$ cat config.mk
export PLATFORM = sky130hd
export DESIGN_NAME = bslip_best_sel
export DESIGN_NICKNAME = d
export VERILOG_FILES = /design/src/rtl/bsel_pkg.sv /design/src/rtl/bsel_idx_counter.sv /design/src/rtl/bsel_best_tracker.sv /design/src/rtl/bsel_fsm.sv /design/src/rtl/bslip_best_sel.sv
export SDC_FILE = /design/constraint.sdc
export NUM_CORES = 1
export LEC_CHECK = 0
export BUFFER_PORTS_ARGS = -buffer_cell sky130_fd_sc_hd__buf_2
export CORE_AREA = 5 5 60 62
export DETAILED_ROUTE_END_ITERATION = 7
export DIE_AREA = 0 0 65 67
export PLACE_DENSITY = 0.74
export SETUP_SLACK_MARGIN = 0.5
export SLEW_MARGIN = 20
export SYNTH_ARGS = -nofsm -noshare
export SYNTH_HDL_FRONTEND = slang
export SYNTH_SLANG_ARGS = --single-unit
$ cat constraint.sdc
create_clock -name clk -period 1.86 [get_ports clk]
set_clock_uncertainty 0.1 [all_clocks]
set_input_delay 0.372 -clock clk [delete_from_list [all_inputs] [get_ports clk]]
set_output_delay 0.372 -clock clk [all_outputs]
set_load 0.01 [all_outputs]
$ cat src/rtl/bsel_pkg.sv
package bsel_pkg;

    typedef enum logic [3:0] {
        S_IDLE,
        S_CLR,
        S_ASK,
        S_WAIT_SCORE,
        S_CENTER,
        S_WAIT_CENTER,
        S_STEP_SCAN,
        S_CLR_FINAL,
        S_REPLAY,
        S_DONE
    } bsel_state_e;

    typedef struct packed {
        logic slip_rst;
        logic slip_inc;
        logic score_req;
        logic ctr_start;
        logic done;
    } bsel_cmd_t;

    // Moore decode of the fixed pulses; replay steps are added by the FSM.
    function automatic bsel_cmd_t cmd_of(bsel_state_e s);
        bsel_cmd_t c;
        c = '0;
        case (s)
            S_CLR, S_CLR_FINAL: c.slip_rst  = 1'b1;
            S_STEP_SCAN:        c.slip_inc  = 1'b1;
            S_ASK:              c.score_req = 1'b1;
            S_CENTER:           c.ctr_start = 1'b1;
            S_DONE:             c.done      = 1'b1;
            default:            c = '0;
        endcase
        return c;
    endfunction

endpackage

$ cat src/rtl/bsel_idx_counter.sv
module bsel_idx_counter #(
    parameter int W   = 3,
    parameter int MAX = 7
) (
    input  logic         clk,
    input  logic         rst,
    input  logic         clr,
    input  logic         inc,
    output logic [W-1:0] count
);
    localparam logic [W-1:0] LIMIT = W'(MAX);

    always_ff @(posedge clk) begin
        if (rst || clr) begin
            count <= '0;
        end else if (inc) begin
            count <= count + 1'b1;
        end
    end

    // the counter is never advanced past its last position
    p_no_wrap_r4: assert property (@(posedge clk) disable iff (rst)
        (inc && !clr) |-> (count != LIMIT));

endmodule

$ cat src/rtl/bsel_best_tracker.sv
module bsel_best_tracker #(
    parameter int SW = 8,
    parameter int IW = 3
) (
    input  logic          clk,
    input  logic          rst,
    input  logic          clr,
    input  logic          load,
    input  logic [SW-1:0] cand_score,
    input  logic [IW-1:0] cand_idx,
    output logic [IW-1:0] best_idx
);
    logic [SW-1:0] best_score;
    logic          beats;

    assign beats = cand_score > best_score;

    always_ff @(posedge clk) begin
        if (rst || clr) begin
            best_score <= '0;
            best_idx   <= '0;
        end else if (load && beats) begin
            best_score <= cand_score;
            best_idx   <= cand_idx;
        end
    end

    // within a sweep the recorded best score never decreases
    p_best_mono_r3: assert property (@(posedge clk) disable iff (rst)
        !clr |=> (best_score >= $past(best_score)));

    // a score that does not beat the best leaves the index unchanged
    p_tie_keeps_r3: assert property (@(posedge clk) disable iff (rst)
        (load && !clr && cand_score <= best_score) |=> $stable(best_idx));

endmodule

$ cat src/rtl/bsel_fsm.sv
module bsel_fsm
    import bsel_pkg::*;
#(
    parameter int IW = 3
) (
    input  logic          clk,
    input  logic          rst,
    input  logic          start,
    input  logic          score_vld,
    input  logic          ctr_done,
    input  logic          scan_last,
    input  logic [IW-1:0] step_idx,
    input  logic [IW-1:0] best_idx,
    output bsel_cmd_t     cmd,
    output logic          trk_clr,
    output logic          trk_load,
    output logic          scan_clr,
    output logic          scan_inc,
    output logic          step_clr,
    output logic          step_inc
);
    bsel_state_e state, nxt;
    logic        accept;
    logic        replay_more;

    assign accept      = start && (state == S_IDLE || state == S_DONE);
    assign replay_more = (state == S_REPLAY) && (step_idx != best_idx);

    always_comb begin
        nxt = state;
        case (state)
            S_IDLE, S_DONE: if (start)     nxt = S_CLR;
            S_CLR:                         nxt = S_ASK;
            S_ASK:                         nxt = S_WAIT_SCORE;
            S_WAIT_SCORE:  if (score_vld)  nxt = S_CENTER;
            S_CENTER:                      nxt = S_WAIT_CENTER;
            S_WAIT_CENTER: if (ctr_done)   nxt = scan_last ? S_CLR_FINAL : S_STEP_SCAN;
            S_STEP_SCAN:                   nxt = S_ASK;
            S_CLR_FINAL:                   nxt = S_REPLAY;
            S_REPLAY:      if (!replay_more) nxt = S_DONE;
            default:                       nxt = S_IDLE;
        endcase
    end

    always_ff @(posedge clk) begin
        if (rst) state <= S_IDLE;
        else     state <= nxt;
    end

    always_comb begin
        cmd          = cmd_of(state);
        cmd.slip_inc = cmd.slip_inc | replay_more;
    end

    assign trk_clr  = accept;
    assign trk_load = (state == S_WAIT_SCORE) && score_vld;
    assign scan_clr = accept;
    assign scan_inc = (state == S_STEP_SCAN);
    assign step_clr = (state == S_CLR_FINAL);
    assign step_inc = replay_more;

    // lane commands never overlap
    p_one_cmd_r7: assert property (@(posedge clk) disable iff (rst)
        $onehot0({cmd.slip_rst, cmd.slip_inc, cmd.score_req, cmd.ctr_start}));

    // centering is launched only right after a score response
    p_ctr_after_score_r2: assert property (@(posedge clk) disable iff (rst)
        cmd.ctr_start |-> $past(score_vld));

endmodule

$ cat src/rtl/bslip_best_sel.sv
module bslip_best_sel #(
    parameter int BITSLIPS = 8,
    parameter int SCORE_W  = 8,
    localparam int IDX_W   = (BITSLIPS > 2) ? $clog2(BITSLIPS) : 1
) (
    input  logic               clk,
    input  logic               rst,
    input  logic               start_i,
    output logic               slip_rst_o,
    output logic               slip_inc_o,
    output logic               score_req_o,
    input  logic               score_vld_i,
    input  logic [SCORE_W-1:0] score_i,
    output logic               ctr_start_o,
    input  logic               ctr_done_i,
    output logic               done_o,
    output logic [IDX_W-1:0]   best_idx_o
);
    import bsel_pkg::*;

    localparam logic [IDX_W-1:0] LAST_IDX = IDX_W'(BITSLIPS - 1);

    bsel_cmd_t        cmd;
    logic             trk_clr, trk_load;
    logic             scan_clr, scan_inc, step_clr, step_inc;
    logic [IDX_W-1:0] scan_idx, step_idx, best_idx;

    bsel_fsm #(.IW(IDX_W)) u_fsm (
        .clk       (clk),
        .rst       (rst),
        .start     (start_i),
        .score_vld (score_vld_i),
        .ctr_done  (ctr_done_i),
        .scan_last (scan_idx == LAST_IDX),
        .step_idx  (step_idx),
        .best_idx  (best_idx),
        .cmd       (cmd),
        .trk_clr   (trk_clr),
        .trk_load  (trk_load),
        .scan_clr  (scan_clr),
        .scan_inc  (scan_inc),
        .step_clr  (step_clr),
        .step_inc  (step_inc)
    );

    bsel_idx_counter #(.W(IDX_W), .MAX(BITSLIPS - 1)) u_scan_cnt (
        .clk   (clk),
        .rst   (rst),
        .clr   (scan_clr),
        .inc   (scan_inc),
        .count (scan_idx)
    );

    bsel_idx_counter #(.W(IDX_W), .MAX(BITSLIPS - 1)) u_step_cnt (
        .clk   (clk),
        .rst   (rst),
        .clr   (step_clr),
        .inc   (step_inc),
        .count (step_idx)
    );

    bsel_best_tracker #(.SW(SCORE_W), .IW(IDX_W)) u_tracker (
        .clk        (clk),
        .rst        (rst),
        .clr        (trk_clr),
        .load       (trk_load),
        .cand_score (score_i),
        .cand_idx   (scan_idx),
        .best_idx   (best_idx)
    );

    assign slip_rst_o  = cmd.slip_rst;
    assign slip_inc_o  = cmd.slip_inc;
    assign score_req_o = cmd.score_req;
    assign ctr_start_o = cmd.ctr_start;
    assign done_o      = cmd.done;
    assign best_idx_o  = best_idx;

    // the published index holds while done stays high
    p_idx_hold_r6: assert property (@(posedge clk) disable iff (rst)
        (done_o && $past(done_o)) |-> $stable(best_idx_o));

    // done only falls in response to a new start
    p_done_held_r6: assert property (@(posedge clk) disable iff (rst)
        (done_o && !start_i) |=> done_o);

endmodule

==> results of run 1 <==
area by class of cell:
class                           instances  area (sq um)
Clock inverter                          1          5.00
Fill cell                             152           458
Inverter                                9          33.8
Clock buffer                            3          22.5
Sequential cell                        21           453
Tap cell                               33          41.3
Multi-Input combinational cell        115          1310
Timing Repair Buffer                   72           654
cell usage in the layout (no fill, tap or decap), types with 6 or more instances in the layout:
cell type  synthesis  final
buf_4              0     31
a21boi_2          10     10
buf_2              3     16
nor2_1            11      7
buf_6              5     19
nand3_2           10     10
o21ai_2            1     11
dfxtp_2            0     11
ha_1              11      6
metrics by stage:
stage	TNS, ns	instances
after floorplan	0	153
after global placement	-1.42	212
after detailed placement	-1.91	212
after CTS	-0.0437	242
after global routing	-1.24	254
final	-0.384	254
per-layer routing:
metal / global-route usage / share of wire
met1: 0.251 / 0.41
met2: 0.433 / 0.51
met3: 0.0253 / 0.046
met5: 0 / 0
met4: 0.0897 / 0.035
path summary, 6_finish.rpt:
kind | from | endpoint | slack (ns) | depth (start not counted)
max | u_tracker.best_idx[2] | slip_inc_o | -0.11 | 4
min | score_i[2] | u_tracker.best_score[2] | 0.20 | 3
max reg2reg | u_tracker.best_score[7] | u_tracker.best_score[6] | -0.05 | 9
min reg2reg | u_tracker.best_score[2] | u_tracker.best_score[2] | 0.37 | 2
timing repair:
action / 4_1_cts / 5_1_grt
buffers inserted: 24 / 11
pin swaps: 32 / 18
cloned: 2 / 1
resized for setup: 64 / 37
hold buffers: 0 / 0
endpoints found under the setup margin: 27 / 27
worst min-delay path: cells and delay by family:
kind | cells | cell delay, ns
and+or+nand+nor | 1 | 0.07
buffers and inverters | 1 | 0.11
AOI/OAI and AO/OA | 1 | 0.04
state kept, by name (all words and copies together), names as in the netlist:
signal / cells
u_tracker.best_idx: 3
u_fsm.state: 4
u_scan_cnt.count: 3
u_step_cnt.count: 3
u_tracker.best_score: 8
cells by family (layout without fill, tap and decap cells):
logic type	Yosys count	count (layout)	synth area share
fa+ha+maj	11	11	0.0929
flops	21	21	0.284
xor+xnor	8	8	0.0524
mux	3	3	0.0203
buf+inv	18	85	0.0743
compound gates	44	45	0.267
simple gates	48	48	0.209
power groups by stage:
| stage | Sequential, mW | Combinational [mW] | Clock [mW] |
|---|---|---|---|
| 3_3_place_gp | 0.473 | 0.208 | 0 |
| 4_1_cts | 0.461 | 0.323 | 0.241 |
| 6_report | 0.459 | 0.422 | 0.248 |
| 5_1_grt | 0.460 | 0.444 | 0.273 |
| 2_1_floorplan | 0.472 | 0.152 | 0 |
| 3_5_place_dp | 0.473 | 0.217 | 0 |
==> results.cfg, run 1 <==
[status]
violations = setup timing
run_status = finished with violations

[synthesis]
synth_cell_type_count = 43
ys_ff_latch = 21
synth_area_leaders = dfxtp_1 28%, ha_1 9.3%, a21boi_2 7.6%, nand3_2 6.8%, buf_6 3.8%
syn_area_per_cell_sq_um = 9.68
ys_warn_count = 0
yosys-top-cells-count = 21 x dfxtp_1, 11 x ha_1, 11 x nor2_1
synth-seq-area-share = 0.284
syn_inst = 153
synth_area_sq_um = 1480
synth_top_cell_area_share = 0.284
synth-edff-count = 0
synth.largest_area_cell = dfxtp_1
synth_most_common_cell = dfxtp_1
async_flop_share = 0
syn-num-nets = 177
synth_ff_type = dfxtp_1

[worst_hold_path]
hold_class = in2reg

[critical_path]
cp.arrival_ns = 1.50
cp_slowest_cell = dfxtp_2
startpoint_type = register
crit_family = flip-flops
required_ns = 1.39
cp_num_buf_inv = 1
crit_fanout = 2
slowest_delay_ns = 0.38
crit_type = reg2out
crit_path_end_kind = output port
cp_cell_sequence = xnor2_2 > a311oi_4 > or2_4 > buf_6

[route]
routed_via_density = 5.89
antenna_left = 0
drt_iter0_markers = 92
vias = 1495
drcViolationCount = 0
drt-pass1-iter-count = 4
routedWlPerCell_microns = 21.6
totalWireLength_microns = 5480

[final_layout]
fin_nets = 246
final_area_sq_um = 2520
antenna_cells = 0
area_delta_synth_final_pct = 70.1
drive_above_1_share = 0.787
finalCoreUtilization = 0.846

[die]
fp-row-count = 20
ios = 21
die_w_microns = 65
start_util = 0.497
fp.dieH_microns = 67
fp.coreArea_sq_um = 2980
dieArea_sq_um = 4360

[clock_network]
clock_latency_ns = 0.34
cts_buffer_depth = 2
cts_tree = built
clk_pin_slew_ns = 0.14
cts_buffers = 3
cts_sinks = 21
clockRootBuffer = clkbuf_4
htree_levels = 1

[pwr]
swShare = 0.333
power_frac_clock = 0.219
power_frac_seq = 0.407
p_leak_nw = 0.988
p_total_mw = 1.13
p_int_uw = 753
comb_power_share = 0.374
vdd_drop_max_v = 0.000504
power.density_nw_per_um2 = 448
switchingPower_uw = 375

[grt]
grt.overflow.total = 0
grt_pass1_vias = 1534
grt_max_degree = 15
antenna_found_initial = 0
track_usage = 0.226
grt_pass1_wl_microns = 7370

[timing]
setup_ws_ns = -0.113
rsz0062_at_grt = yes
worst_pin_slew_ns = 0.360
setup_viol = 10
hold_violations = 0
fin_crit_sh = 1.06
slew_headroom = 0.757
fmax_ghz = 0.507
hold_slack_ns = 0.196
final_max_slew_viol_count = 0
layout_min_cycle_time_ns = 1.97

[flow_run]
cap_violations = 0

[placement]
dp_hpwl_microns = 2500
placed_cell_area_sq_um = 1760
portBuffers = 20
gp_congestion = 0.826
pre_cts_ws_ns = -0.264
(Power assumes the default switching activity.)
==> run 2: changes to the inputs <==
--- a/config.mk
+++ b/config.mk
@@ -5,11 +5,12 @@
 export SDC_FILE = /design/constraint.sdc
 export NUM_CORES = 1
 export LEC_CHECK = 0
-export BUFFER_PORTS_ARGS = -buffer_cell sky130_fd_sc_hd__buf_2
-export CORE_AREA = 5 5 60 62
+export ABC_CLOCK_PERIOD_IN_PS = 2300
+export CORE_AREA = 5 5 54 56
 export DETAILED_ROUTE_END_ITERATION = 7
-export DIE_AREA = 0 0 65 67
-export PLACE_DENSITY = 0.74
+export DIE_AREA = 0 0 59 61
+export DONT_BUFFER_PORTS = 1
+export PLACE_DENSITY = 0.79
 export SETUP_SLACK_MARGIN = 0.5
 export SLEW_MARGIN = 20
 export SYNTH_ARGS = -nofsm -noshare
==> constraint.sdc (replaced) <==
create_clock -name clk -period 2.3 [get_ports clk]
set_clock_uncertainty 0.1 [all_clocks]
set_input_delay 0.46 -clock clk [delete_from_list [all_inputs] [get_ports clk]]
set_output_delay 0.46 -clock clk [all_outputs]
set_load 0.01 [all_outputs]
==> results.cfg, run 2 (synthesis results as in run 1) <==
[route]
totalWireLength_microns = 3540
routed_via_density = 6.21
vias = 1229
drcViolationCount = 0
drt_iter0_markers = 51
drt-pass1-iter-count = 4
antenna_left = 0
routedWlPerCell_microns = 17.9

[timing]
slew_headroom = 0.767
rsz0062_at_grt = yes
final_max_slew_viol_count = 0
worst_pin_slew_ns = 0.341
fmax_ghz = 0.522
hold_violations = 0
hold_slack_ns = 0.0862
layout_min_cycle_time_ns = 1.92
setup_viol = 0
fin_setup_tns_ns = 0
setup_ws_ns = 0.384
fin_crit_sh = 0.833

[grt]
antenna_found_initial = 0
grt_pass1_vias = 1100
grt.busiest_layer = met2
grt_max_degree = 15
grt.overflow.total = 0
gr-usage-met2 = 0.314
grt_pass1_wl_microns = 5060
grt_util_met1 = 0.235
track_usage = 0.185
grtUsageMet3 = 0.0362

[clock_network]
clock_latency_ns = 0.31
clockRootBuffer = clkbuf_4
cts_buffers = 3
cts_buffer_depth = 2
cts_sinks = 21
postCtsHoldBufs = 0
clk_pin_slew_ns = 0.12
cts_tree = built
htree_levels = 1

[critical_path]
cp_num_buf_inv = 0
cp_cell_sequence = or2_4 > a311oi_4 > or2_4
crit_fanout = 2
cp_slowest_cell = dfxtp_4
cpMostUsedCell = or2_4
crit_family = simple AND/OR/NAND/NOR gates
cp.arrival_ns = 1.36
crit_type = reg2out
required_ns = 1.74
crit_path_end_kind = output port
slowest_delay_ns = 0.37
startpoint_type = register

[pwr]
power.density_nw_per_um2 = 404
vdd_drop_max_v = 0.000451
p_leak_nw = 0.640

[final_layout]
regMostFlops = u_tracker.best_score
largestRegisters = u_tracker.best_score (8), u_fsm.state (4)
area_delta_synth_final_pct = 26.2
antenna_cells = 0
final_cell_mix = 12 x buf_4, 10 x nand3_2, 10 x a21boi_2
drive_above_1_share = 0.565
mostFrequentLayoutCell = buf_4
largest_reg_flops = 8
fin_nets = 193

[placement]
gp_congestion = 0.827
pre_cts_ws_ns = 0.273
portBuffers = 0
dp_hpwl_microns = 2160

[die]
fp-row-count = 18
fp.coreArea_sq_um = 2390
fp.dieH_microns = 61
ios = 21
dieArea_sq_um = 3600
die_w_microns = 59
start_util = 0.621

[flow_run]
cap_violations = 0

[status]
run_status = finished, final reports clean

[worst_hold_path]
hold_class = in2reg
==> run 2: what timing repair did <==
action / 4_1_cts / 5_1_grt
setup buffers: 7 / 8
cloned: 0 / 2
endpoints found under the setup margin: 16 / 15
gates resized for setup: 16 / 39
pin swaps: 4 / 23
==> run 2: final cells by class <==
class	instances	area, sq um
Sequential cell	21	445
Tap cell	30	37.5
Inverter	9	33.8
Timing Repair Buffer	18	155
Fill cell	144	518
Clock buffer	4	26.3
Multi-Input combinational cell	116	1170
==> run 2: routing by layer <==
| metal | wire (microns) | part of all wire | vias to the layer above |
|---|---|---|---|
| met5 | 0 | 0 | - |
| met4 | 8 | 0.0023 | 0 |
| met3 | 195 | 0.055 | 2 |
| met2 | 1870 | 0.53 | 45 |
| met1 | 1470 | 0.42 | 602 |
| li1 | - | - | 580 |
==> run 2: power by group <==
group / internal [mW] / switching (mW) / total (mW)
clock: 0.0677 / 0.116 / 0.183
combinational: 0.0914 / 0.105 / 0.197
sequential: 0.369 / 0.00682 / 0.375
total: 0.528 / 0.228 / 0.756
==> run 2: stage by stage <==
stage / total power [mW] / util / cells / instance area (sq um)
2_1_floorplan: 0.502 / - / 153 / 1540
3_3_place_gp: 0.510 / 0.636 / 177 / 1520
3_5_place_dp: 0.514 / 0.636 / 177 / 1520
4_1_cts: 0.716 / 0.689 / 188 / 1640
5_1_grt: 0.793 / 0.783 / 198 / 1870
6_report: 0.756 / 0.783 / 198 / 1870
==> run 2: worst paths after layout <==
kind | cells after the start | endpoint | startpoint | slack (ns)
setup / recovery | 3 | slip_inc_o | u_fsm.state[0] | 0.38
setup reg to reg | 8 | u_tracker.best_score[7] | u_tracker.best_score[6] | 0.44
hold reg to reg | 2 | u_tracker.best_score[5] | u_tracker.best_score[5] | 0.37
hold / removal | 1 | u_fsm.state[3] | rst | 0.09
==> run 2: worst register-to-register path, delay by kind of cell, from the launching register on <==
| kind | cells | cell delay, ns |
|---|---|---|
| AND/OR/NAND/NOR | 1 | 0.20 |
| flip-flops | 1 | 0.37 |
| AO/OA/AOI/OAI | 4 | 0.56 |
| adder cells (fa/ha/maj) | 1 | 0.31 |
| buffers and inverters | 2 | 0.25 |
==> run 3: changes to the inputs <==
--- a/config.mk
+++ b/config.mk
@@ -5,12 +5,13 @@
 export SDC_FILE = /design/constraint.sdc
 export NUM_CORES = 1
 export LEC_CHECK = 0
-export ABC_CLOCK_PERIOD_IN_PS = 2300
+export ABC_AREA = 1
+export ABC_CLOCK_PERIOD_IN_PS = 1900
 export CORE_AREA = 5 5 54 56
 export DETAILED_ROUTE_END_ITERATION = 7
 export DIE_AREA = 0 0 59 61
 export DONT_BUFFER_PORTS = 1
-export PLACE_DENSITY = 0.79
+export PLACE_DENSITY = 0.75
 export SETUP_SLACK_MARGIN = 0.5
 export SLEW_MARGIN = 20
 export SYNTH_ARGS = -nofsm -noshare
==> constraint.sdc (replaced) <==
create_clock -name clk -period 1.9 [get_ports clk]
set_clock_uncertainty 0.1 [all_clocks]
set_input_delay 0.38 -clock clk [delete_from_list [all_inputs] [get_ports clk]]
set_output_delay 0.38 -clock clk [all_outputs]
set_load 0.01 [all_outputs]
==> results.cfg, run 3 <==
[pwr]
power_frac_seq = 0.290
comb_power_share = 0.594
power.density_nw_per_um2 = 1020
power_frac_clock = 0.116
swShare = 0.472
p_total_mw = 2.08
switchingPower_uw = 979
p_leak_nw = 0.833
vdd_drop_max_v = 0.00106
p_int_mw = 1.10

[synthesis]
synth_area_leaders = dfxtp_1 30%, nand2_1 9.9%, ha_1 9.8%, a21oi_1 7.9%, inv_1 7.8%
ys_ff_latch = 21
synth_most_common_cell = nand2_1
synth-edff-count = 0
syn-num-nets = 227
syn_inst = 203
yosys-top-cells-count = 37 x nand2_1, 29 x inv_1, 27 x nor2_1
synth_ff_type = dfxtp_1
synth_top_cell_area_share = 0.300
synth_cell_type_count = 27
ys_warn_count = 0
synth.largest_area_cell = dfxtp_1
async_flop_share = 0
syn_area_per_cell_sq_um = 6.91
synth_area_sq_um = 1400
synth-seq-area-share = 0.300

[final_layout]
final.fill_count = 128
final_cells = 251
largest_reg_flops = 8
seqCellArea_sq_um = 458
multi_input_area_sq_um = 1150
finalCoreUtilization = 0.856
regMostFlops = u_tracker.best_score
final_area_sq_um = 2040
area_delta_synth_final_pct = 45.7
antenna_cells = 0
final_cell_mix = 30 x nand2_1, 21 x inv_1, 21 x nor2_1, 15 x nand3_2, 14 x a21oi_2
mostFrequentLayoutCell = nand2_1
largestRegisters = u_tracker.best_score (8), u_fsm.state (4)
drive_above_1_share = 0.520
fin_nets = 246

[critical_path]
cp_cell_sequence = inv_6 > nor2_4 > inv_2 > nor2_4 > nand2_4 > nand2_4
crit_path_end_kind = output port
slowest_delay_ns = 0.40
startpoint_type = register
cp_num_buf_inv = 2
cp_slowest_cell = dfxtp_4
path_depth = 6
crit_type = reg2out
required_ns = 1.42
crit_family = flip-flops
r2r_slack_ns = 0.20
cp.arrival_ns = 1.26
crit_fanout = 4
rr_worst_depth = 9

[timing]
layout_min_cycle_time_ns = 1.74
slew_headroom = 0.839
setup_viol = 0
fin_crit_sh = 0.918
hold_violations = 0
final_max_slew_viol_count = 0
fin_setup_tns_ns = 0
fmax_ghz = 0.573
worst_pin_slew_ns = 0.241
rsz0062_at_grt = yes

[die]
dieArea_sq_um = 3600
die_w_microns = 59
fp.coreArea_sq_um = 2390
start_util = 0.588
fp-row-count = 18
ios = 21
fp.dieH_microns = 61

[route]
routed_via_density = 5.77
met1Wirelength_microns = 1630
met3_length_microns = 234
drcViolationCount = 0
totalWireLength_microns = 4460
drt_iter0_markers = 63
vias = 1449
routedWlPerCell_microns = 17.8
route.met2.wl_microns = 2480
antenna_left = 0
top_layer = met4
drt-pass1-iter-count = 4

[grt]
grt_pass1_wl_microns = 6130
antenna_found_initial = 0
track_usage = 0.229
grt.overflow.total = 0
grt_max_degree = 13
grt_pass1_vias = 1467

[clock_network]
cts_buffers = 3
htree_levels = 1
clock_latency_ns = 0.33
clk_pin_slew_ns = 0.14
clockRootBuffer = clkbuf_4
cts_sinks = 21
cts_buffer_depth = 2
cts_tree = built

[status]
run_status = finished, final reports clean

[placement]
portBuffers = 0
gp_congestion = 0.833
dp_hpwl_microns = 2320
dpl.cell_count = 232
placed_cell_area_sq_um = 1580

[worst_hold_path]
hold_depth = 3
hold_class = in2reg

[flow_run]
cap_violations = 0
## run 3: changes by cell type in the layout (fill, tap and decap cells not counted), moves of 8 or more
cell,delta
nand2_1,+25
a21boi_2,-10
nor2_1,+12
a21oi_1,+8
o21ai_2,-9
inv_1,+13
a21oi_2,+12
## run 3: routing by layer
metal	vias to the layer above	global-route usage
met3	12	0.0404
li1	684	-
met4	0	0.0906
met2	58	0.476
met1	695	0.217
met5	-	0
## run 3: per-stage QoR
step                      worst slack (ns)  hold slack (ns)
final                                0.156            0.128
after global routing                 0.127            0.144
after CTS                            0.258            0.112
after detailed placement             0.207            0.354
after global placement               0.264            0.354
after floorplan                      0.397            0.349
## run 3: cell families (layout without fill, tap and decap cells)
family          count (synthesis)  count (layout)  share of synthesized area
compound gates                 31              31                      0.130
xor+xnor                        5               5                     0.0312
fa+ha+maj                      11              11                     0.0981
buf+inv                        39              57                      0.130
flops                          21              21                      0.300
simple gates                   96              96                      0.310
## run 3: worst register-to-register path, stage by stage, from the launching register on
cell and delay, ns:
dfxtp_2 0.36, inv_1 0.05, ha_1 0.26, nand2_1 0.13, nor2_4 0.07, a21oi_4 0.25, buf_6 0.19, nand3_2 0.08
nand2_1 0.07, nor2_1 0.04
## run 3: power by group through the flow
stage	sequential, mW	combinational, mW	clock [mW]
after CTS	0.583	0.939	0.232
after detailed placement	0.586	0.713	0
final	0.602	1.23	0.240
after floorplan	0.545	0.655	0
after global placement	0.582	0.690	0
after global routing	0.610	1.32	0.257
## run 3: timing repair
item | 4_1_cts | 5_1_grt
buffers inserted | 10 | 3
gates resized for setup | 54 | 28
hold buffers | 1 | 0
endpoints found under the setup margin | 25 | 25
gates cloned | 1 | 0
hold endpoints to repair | 1 | 0
pin swaps | 14 | 8
## run 3: layout make-up
type                            count  area share
Clock buffer                        3      0.0110
Inverter                           32      0.0649
Sequential cell                    21       0.224
Clock inverter                      1     0.00245
Timing Repair Buffer               21       0.115
Tap cell                           30      0.0184
Multi-Input combinational cell    143       0.564
## run 3: final timing paths
check                     startpoint                      end
max                   u_fsm.state[3]               slip_inc_o
max reg2reg  u_tracker.best_score[6]  u_tracker.best_score[3]
min                              rst      u_step_cnt.count[0]
min reg2reg  u_tracker.best_score[7]  u_tracker.best_score[7]
